<file path="src/rtl/xfp_pkg.sv">
package xfp_pkg;
  localparam int unsigned BYTE_W = 8;

  typedef logic [BYTE_W-1:0] byte_t;
endpackage

</file>
<file path="src/rtl/xfp_word_fifo.sv">
module xfp_word_fifo #(
  parameter int unsigned W             = 32,
  parameter int unsigned DEPTH         = 8,
  parameter int unsigned THR_W         = 3,
  parameter bit          READY_ON_FREE = 1'b0
) (
  input  logic             clk,
  input  logic             rst,
  input  logic             flush,
  input  logic             err_clr,
  input  logic             push,
  input  logic [W-1:0]     push_data,
  input  logic             pop,
  input  logic             unf_evt,
  input  logic [THR_W-1:0] thr,
  output logic [W-1:0]     pop_data,
  output logic             full,
  output logic             empty,
  output logic             ready,
  output logic             ovf,
  output logic             unf
);
  localparam int unsigned AW = (DEPTH > 1) ? $clog2(DEPTH) : 1;
  localparam int unsigned CW = $clog2(DEPTH + 1) > THR_W ? $clog2(DEPTH + 1) : THR_W + 1;

  logic [W-1:0]  mem [DEPTH];
  logic [AW-1:0] wptr, rptr;
  logic [CW-1:0] count;
  logic          do_push, do_pop;

  assign full    = (count == CW'(DEPTH));
  assign empty   = (count == '0);
  assign do_push = push && !full && !flush;
  assign do_pop  = pop && !empty && !flush;

  // storage without reset so that block RAM can be inferred
  always_ff @(posedge clk) begin
    if (do_push) mem[wptr] <= push_data;
  end

  always_ff @(posedge clk) begin
    if (rst)         pop_data <= '0;
    else if (do_pop) pop_data <= mem[rptr];
  end

  always_ff @(posedge clk) begin
    if (rst || flush) begin
      wptr  <= '0;
      rptr  <= '0;
      count <= '0;
    end else begin
      if (do_push) wptr <= (wptr == AW'(DEPTH - 1)) ? '0 : wptr + 1'b1;
      if (do_pop)  rptr <= (rptr == AW'(DEPTH - 1)) ? '0 : rptr + 1'b1;
      case ({do_push, do_pop})
        2'b10:   count <= count + 1'b1;
        2'b01:   count <= count - 1'b1;
        default: count <= count;
      endcase
    end
  end

  always_ff @(posedge clk) begin
    if (rst || err_clr) begin
      ovf <= 1'b0;
      unf <= 1'b0;
    end else begin
      if (push && full && !flush)      ovf <= 1'b1;
      if ((pop && empty) || unf_evt)   unf <= 1'b1;
    end
  end

  generate
    if (READY_ON_FREE) begin : g_free
      assign ready = (CW'(DEPTH) - count) > CW'(thr);
    end else begin : g_used
      assign ready = count > CW'(thr);
    end
  endgenerate
endmodule

</file>
<file path="src/rtl/xfp_tx_unpack.sv">
module xfp_tx_unpack
  import xfp_pkg::*;
#(
  parameter int unsigned WORD_W = 32
) (
  input  logic              clk,
  input  logic              rst,
  input  logic              flush,
  input  logic              byte4,
  input  logic              fifo_empty,
  input  logic [WORD_W-1:0] fifo_data,
  output logic              fifo_pop,
  input  logic              take,
  output logic              avail,
  output byte_t             byte_out,
  output logic              starve
);
  localparam int unsigned LANES = WORD_W / BYTE_W;
  localparam int unsigned LW    = $clog2(LANES + 1);

  logic [WORD_W-1:0] shreg;
  logic [LW-1:0]     left;
  logic              loading;

  assign avail    = (left != '0);
  assign byte_out = shreg[BYTE_W-1:0];
  assign starve   = take && !avail;
  assign fifo_pop = !avail && !loading && !fifo_empty && !flush;

  always_ff @(posedge clk) begin
    if (rst || flush) begin
      shreg   <= '1;
      left    <= '0;
      loading <= 1'b0;
    end else if (loading) begin
      shreg   <= fifo_data;
      left    <= byte4 ? LW'(LANES) : LW'(1);
      loading <= 1'b0;
    end else if (fifo_pop) begin
      loading <= 1'b1;
    end else if (take && avail) begin
      shreg <= {{BYTE_W{1'b1}}, shreg[WORD_W-1:BYTE_W]};
      left  <= left - 1'b1;
    end
  end
endmodule

</file>
<file path="src/rtl/xfp_rx_pack.sv">
module xfp_rx_pack
  import xfp_pkg::*;
#(
  parameter int unsigned WORD_W = 32
) (
  input  logic              clk,
  input  logic              rst,
  input  logic              flush,
  input  logic              byte4,
  input  logic              in_valid,
  input  byte_t             in_byte,
  input  logic              in_last,
  output logic              push,
  output logic [WORD_W-1:0] word
);
  localparam int unsigned LANES = WORD_W / BYTE_W;
  localparam int unsigned LIW   = (LANES > 1) ? $clog2(LANES) : 1;

  logic [WORD_W-1:0] acc, merged;
  logic [LIW-1:0]    lane;

  always_comb begin
    merged = acc;
    for (int i = 0; i < LANES; i++) begin
      if (lane == LIW'(i)) merged[i*BYTE_W +: BYTE_W] = in_byte;
    end
  end

  always_ff @(posedge clk) begin
    if (rst || flush) begin
      acc  <= '1;
      lane <= '0;
      push <= 1'b0;
      word <= '1;
    end else begin
      push <= 1'b0;
      if (in_valid) begin
        if (!byte4) begin
          word <= {{(WORD_W-BYTE_W){1'b1}}, in_byte};
          push <= 1'b1;
        end else if (in_last || lane == LIW'(LANES - 1)) begin
          word <= merged;
          push <= 1'b1;
          acc  <= '1;
          lane <= '0;
        end else begin
          acc  <= merged;
          lane <= lane + 1'b1;
        end
      end
    end
  end
endmodule

</file>
<file path="src/rtl/xfer_fifo_pair.sv">
module xfer_fifo_pair
  import xfp_pkg::*;
#(
  parameter int unsigned WORD_W = 32,
  parameter int unsigned DEPTH  = 8,
  parameter int unsigned THR_W  = 3
) (
  input  logic              clk,
  input  logic              rst,
  input  logic              cfg_byte4,
  input  logic [THR_W-1:0]  cfg_wr_thr,
  input  logic [THR_W-1:0]  cfg_rd_thr,
  input  logic              flush_req,
  output logic              flush_busy,
  input  logic              err_clr,
  input  logic              bus_wr_push,
  input  logic [WORD_W-1:0] bus_wr_data,
  input  logic [1:0]        bus_wr_bytes,
  input  logic              bus_rd_pop,
  output logic [WORD_W-1:0] bus_rd_data,
  input  logic              ser_tx_take,
  output logic              ser_tx_avail,
  output logic [7:0]        ser_tx_byte,
  input  logic              ser_rx_valid,
  input  logic [7:0]        ser_rx_byte,
  input  logic              ser_rx_last,
  output logic              wf_full,
  output logic              wf_empty,
  output logic              wf_ready,
  output logic              wf_ovf,
  output logic              wf_unf,
  output logic              rf_full,
  output logic              rf_empty,
  output logic              rf_ready,
  output logic              rf_ovf,
  output logic              rf_unf
);
  localparam int unsigned LANES = WORD_W / BYTE_W;

  logic [WORD_W-1:0] wr_entry, tx_word, rx_word;
  logic              tx_pop, tx_starve, rx_push;

  always_ff @(posedge clk) begin
    if (rst)             flush_busy <= 1'b0;
    else if (flush_busy) flush_busy <= 1'b0;
    else if (flush_req)  flush_busy <= 1'b1;
  end

  // lanes beyond the valid count are padded with ones
  always_comb begin
    for (int i = 0; i < LANES; i++) begin
      if (i == 0 || (cfg_byte4 && i <= int'(bus_wr_bytes)))
        wr_entry[i*BYTE_W +: BYTE_W] = bus_wr_data[i*BYTE_W +: BYTE_W];
      else
        wr_entry[i*BYTE_W +: BYTE_W] = '1;
    end
  end

  xfp_word_fifo #(.W(WORD_W), .DEPTH(DEPTH), .THR_W(THR_W), .READY_ON_FREE(1'b1)) u_tx_fifo (
    .clk(clk), .rst(rst), .flush(flush_busy), .err_clr(err_clr),
    .push(bus_wr_push), .push_data(wr_entry),
    .pop(tx_pop), .unf_evt(tx_starve), .thr(cfg_wr_thr),
    .pop_data(tx_word), .full(wf_full), .empty(wf_empty), .ready(wf_ready),
    .ovf(wf_ovf), .unf(wf_unf)
  );

  xfp_tx_unpack #(.WORD_W(WORD_W)) u_tx_unpack (
    .clk(clk), .rst(rst), .flush(flush_busy), .byte4(cfg_byte4),
    .fifo_empty(wf_empty), .fifo_data(tx_word), .fifo_pop(tx_pop),
    .take(ser_tx_take), .avail(ser_tx_avail), .byte_out(ser_tx_byte),
    .starve(tx_starve)
  );

  xfp_rx_pack #(.WORD_W(WORD_W)) u_rx_pack (
    .clk(clk), .rst(rst), .flush(flush_busy), .byte4(cfg_byte4),
    .in_valid(ser_rx_valid), .in_byte(ser_rx_byte), .in_last(ser_rx_last),
    .push(rx_push), .word(rx_word)
  );

  xfp_word_fifo #(.W(WORD_W), .DEPTH(DEPTH), .THR_W(THR_W), .READY_ON_FREE(1'b0)) u_rx_fifo (
    .clk(clk), .rst(rst), .flush(flush_busy), .err_clr(err_clr),
    .push(rx_push), .push_data(rx_word),
    .pop(bus_rd_pop), .unf_evt(1'b0), .thr(cfg_rd_thr),
    .pop_data(bus_rd_data), .full(rf_full), .empty(rf_empty), .ready(rf_ready),
    .ovf(rf_ovf), .unf(rf_unf)
  );
endmodule

</file>
<file path="config.mk">
export PLATFORM = sky130hd
export DESIGN_NAME = xfer_fifo_pair
export DESIGN_NICKNAME = d
export VERILOG_FILES = /design/src/rtl/xfp_pkg.sv /design/src/rtl/xfp_word_fifo.sv /design/src/rtl/xfp_tx_unpack.sv /design/src/rtl/xfp_rx_pack.sv /design/src/rtl/xfer_fifo_pair.sv
export SDC_FILE = /design/constraint.sdc
export NUM_CORES = 1
export LEC_CHECK = 0
export CORE_UTILIZATION = 40
export CTS_BUF_LIST = sky130_fd_sc_hd__clkbuf_16
export CTS_CLUSTER_DIAMETER = 120
export CTS_CLUSTER_SIZE = 20
export DETAILED_ROUTE_END_ITERATION = 8
export PLACE_DENSITY = 0.53
export SLEW_MARGIN = 20
export SYNTH_ARGS = -nofsm -noshare
export SYNTH_HDL_FRONTEND = slang
export SYNTH_SLANG_ARGS = --single-unit
</file>
<file path="constraint.sdc">
create_clock -name clk -period 6.3 [get_ports clk]
set_input_delay 1.26 -clock clk [delete_from_list [all_inputs] [get_ports clk]]
set_output_delay 1.26 -clock clk [all_outputs]
set_load 0.005 [all_outputs]
</file>
==> key figures <==
Cells and area
  – # fillers: between 5000 and 6000
  – Most frequent cells in the layout: edfxtp_1, dfxtp_1, mux4_2
  – Final core utilization: a little under half
  – Fin area: about 30000 sq um
  – Area delta synth->final: 11.91%
  – Commonest non-fill, non-tap cell in the layout: edfxtp_1
  – Nets@finish: 1824
  – Multi-input gate area: around 7000 sq um
  – FF+latch area: 19230 sq um
  – Share of cells above drive strength 1: ~16%

Power
  – Leak Pwr: 9.501 nW
  – Pwr per Cell Area: 323.4 nW/um^2
  – Maximum vdd drop: about 0.21 mV

Timing
  – PnR worst setup slack: approximately 2 ns
  – Worst slew pin tran: ~1.1 ns
  – Max-slew violation count: 0
  – Tcrit/Tclk final: between 60% and 70%
  – Unrepaired setup endpoints after global routing: false
  – Setup-failing EPs final: 0
  – Final Critical Period: around 4.3 ns
  – Worst rel slew slack: around a quarter
  – Fmax: around 230 MHz
  – Final Hold Viols: 0
  – Setup TNS: 0 ns
  – Post-Route Skew: 0.02155 ns

Clock tree
  – Num CTS Buffers: just over 40
  – CTS Sinks: between 700 and 800
  – Clock H-tree levels: 2
  – Later-pin clock latency in the skew report: 0.59 ns
  – Max Root-Sink Buffers: 3
  – Post-CTS Hold Buffers: 0
  – CTS Root Cell: clkbuf_16
  – CTS-repair resized insts: 0
  – CTS clk-pin slew, worst paths: around 0.08 ns
  – Setup repair bufs after CTS: 0
  – CTS tree: yes

Die
  – Initial core utilization: about two fifths
  – Row count: between 90 and 100
  – Io pins: 110
  – Core area: 66100 sq um
  – Full die area: approximately 70000 sq um
  – Die Span Y: approximately 260 microns
  – Die width: approximately 260 microns

Placed design
  – Pre-CTS WS: 2.014 ns
  – Final HPWL DP: roughly 34 mm
  – Placed Area: ~29000 sq um
  – I/O Buffers: between 100 and 150
  – Final Wtd Congestion: about 0.76

Worst setup path
  – Critical Path RT: between 5 and 6 ns
  – Worst EP arrival: around 3.0 ns
  – Setup crit start kind: primary input
  – Worst-path fanout max: 2
  – Worst path cell trace: clkdlybuf4s50_1 > inv_1 > ha_1 > nor2b_1 > o21a_1 > o21ai_0 > nand2b_1 > clkdlybuf4s50_1
  – Setup crit end kind: output pin
  – Largest stage delay on the critical path: 0.46 ns
  – Slowest CP cell: clkdlybuf4s50_1
  – WS Path Type: primary input to output pin
  – Crit path top cell by count: clkdlybuf4s50_1

Global routing
  – Vias in the first global route: around 15000
  – Largest net degree at the start of global routing: between 60 and 70
  – Global-route wire length before repair: ~90 mm
  – All-Layer GR Usage: between 10% and 20%
  – Initial antenna violation count: 3
  – GRT overflow: 0

Job
  – MaxCap Viol Count: 0

Synthesis
  – Count of yosys warnings during synthesis: 0
  – Post-synth EDFFs: between 500 and 600
  – #FFs+latches synth: roughly 700
  – Post-Synthesis Net Count: between 1500 and 2000
  – Mapped Avg Cell Area: 16.11 sq um
  – Post-synth top area share: a little under three fifths
  – Synth top area cells: edfxtp_1, dfxtp_1, mux4_2
  – Ys async rst share: 0%
  – Dominant synthesized flop cell: edfxtp_1
  – Seq/Total Area, Yosys: a little under three quarters
  – Post-Syn Instances: ~1700
  – Post-Syn Area: roughly 27000 sq um
  – Cell variety after synth: 53
  – Synth area leader: edfxtp_1

Outcome
  – Failing checks: DRC
  – Outcome: finished, violations left

Routing
  – Post-route DRC: 3
  – Final ANT Viol Nets: 0
  – Post-DR wirelength/cell: 22.53 microns
  – DR vias: roughly 14000
  – Total routed wirelength: around 59 mm
  – DR iter-0 viols: between 800 and 900
  – DR pass1 iterations: 9
  – Drt via density: between 5 and 6

Worst hold path
  – Hold WC Path Type: register to register
==> worst max-delay path, delay by kind of cell <==
family	cells	cell delay, ns
and+or+nand+nor	2	0.20
AOI/OAI and AO/OA	2	0.31
adders and majority gates	1	0.30
buffers and inverters	3	0.94
==> report_power, final <==
| group | switching (W) | internal [W] |
|---|---|---|
| registers | 0.000194 | 0.00513 |
| logic | 0.000979 | 0.000732 |
| clock network | 0.00148 | 0.00120 |
| total | 0.00265 | 0.00707 |
==> synthesized netlist by cell type, types with 3 or more instances <==
cell type    n
nor4_1       3
buf_1        7
xnor2_1      3
or2_2       26
nor2b_1      6
and2_1      23
a21oi_1     27
inv_1       20
mux2i_1     19
a211o_1      8
clkbuf_1    55
mux4_2     128
dfxtp_1    192
and3_1       4
o21ai_0     29
buf_4       14
nand2_1    102
nand2b_1    15
mux2_2      16
buf_2       35
o22ai_1     89
a211oi_1    26
edfxtp_1   512
or3_1        5
nor3_1      79
nor2_1     117
o211ai_1     8
nand3_1     35
ha_1        27
xor2_1       4
==> layer usage <==
layer	global-route usage [%]	routed length, microns	vias to the layer above	part of all wire (%)
li1	-	-	6537	-
met1	22.40	25220	7299	43
met2	32.22	31170	210	53
met3	2.255	1898	60	3.2
met4	4.183	1032	2	1.7
met5	0	17	-	0.029
==> stage by stage <==
step,hold WS [ns],power [W],std cells
6_report,0.4433,0.009718,2634
4_1_cts,0.4490,0.009878,2632
5_1_grt,0.4565,0.01022,2634
3_5_place_dp,0.4245,0.007190,2557
2_1_floorplan,0.4101,0.006612,1667
3_3_place_gp,0.4212,0.007163,2557
==> kinds of logic (layout without fill, tap and decap cells) <==
kind of cell | after synthesis | count (layout) | synth area share [%]
other | 0 | 1 | 0
AND/OR/NAND/NOR | 429 | 429 | 7.595
multiplexers | 163 | 163 | 12.11
buffers and inverters | 133 | 235 | 2.246
AO/OA/AOI/OAI | 202 | 202 | 4.846
adder cells (fa/ha/maj) | 29 | 29 | 1.407
flip-flops | 704 | 704 | 71.57
XOR/XNOR | 7 | 7 | 0.2283
==> area by class of cell <==
type,instances,area share [%]
flip-flops and latches,704,63.98
multi-input cells,830,23.81
repair buffers,139,4.430
well taps,864,3.597
clock buffers,41,3.414
clock inverters,34,0.4996
inverters,21,0.2623
diodes,1,0.008327
==> final timing paths <==
| kind | startpoint | to | slack [ns] | cells past startpoint |
|---|---|---|---|---|
| setup / recovery | cfg_rd_thr[1] | rf_ready | 2.03 | 8 |
| setup reg to reg | u_tx_fifo.count[0] | u_tx_fifo.count[3] | 3.24 | 11 |
| hold / removal | u_rx_pack.acc[24] | u_rx_pack.acc[24] | 0.44 | 1 |
| hold reg to reg | u_rx_pack.acc[24] | u_rx_pack.acc[24] | 0.44 | 1 |
==> registers in the layout, summed over array words and instances (netlist names) <==
name,flops
flush_busy,1
u_rx_fifo.count,4
u_rx_fifo.mem,256
u_rx_fifo.ovf,1
u_rx_fifo.pop_data,32
u_rx_fifo.rptr,3
u_rx_fifo.unf,1
u_rx_fifo.wptr,3
u_rx_pack.acc,32
u_rx_pack.lane,2
u_rx_pack.push,1
u_rx_pack.word,32
u_tx_fifo.count,4
u_tx_fifo.mem,256
u_tx_fifo.ovf,1
u_tx_fifo.pop_data,32
u_tx_fifo.rptr,3
u_tx_fifo.unf,1
u_tx_fifo.wptr,3
u_tx_unpack.left,3
u_tx_unpack.loading,1
u_tx_unpack.shreg,32
Note: power is estimated with default switching activity, not from simulation.
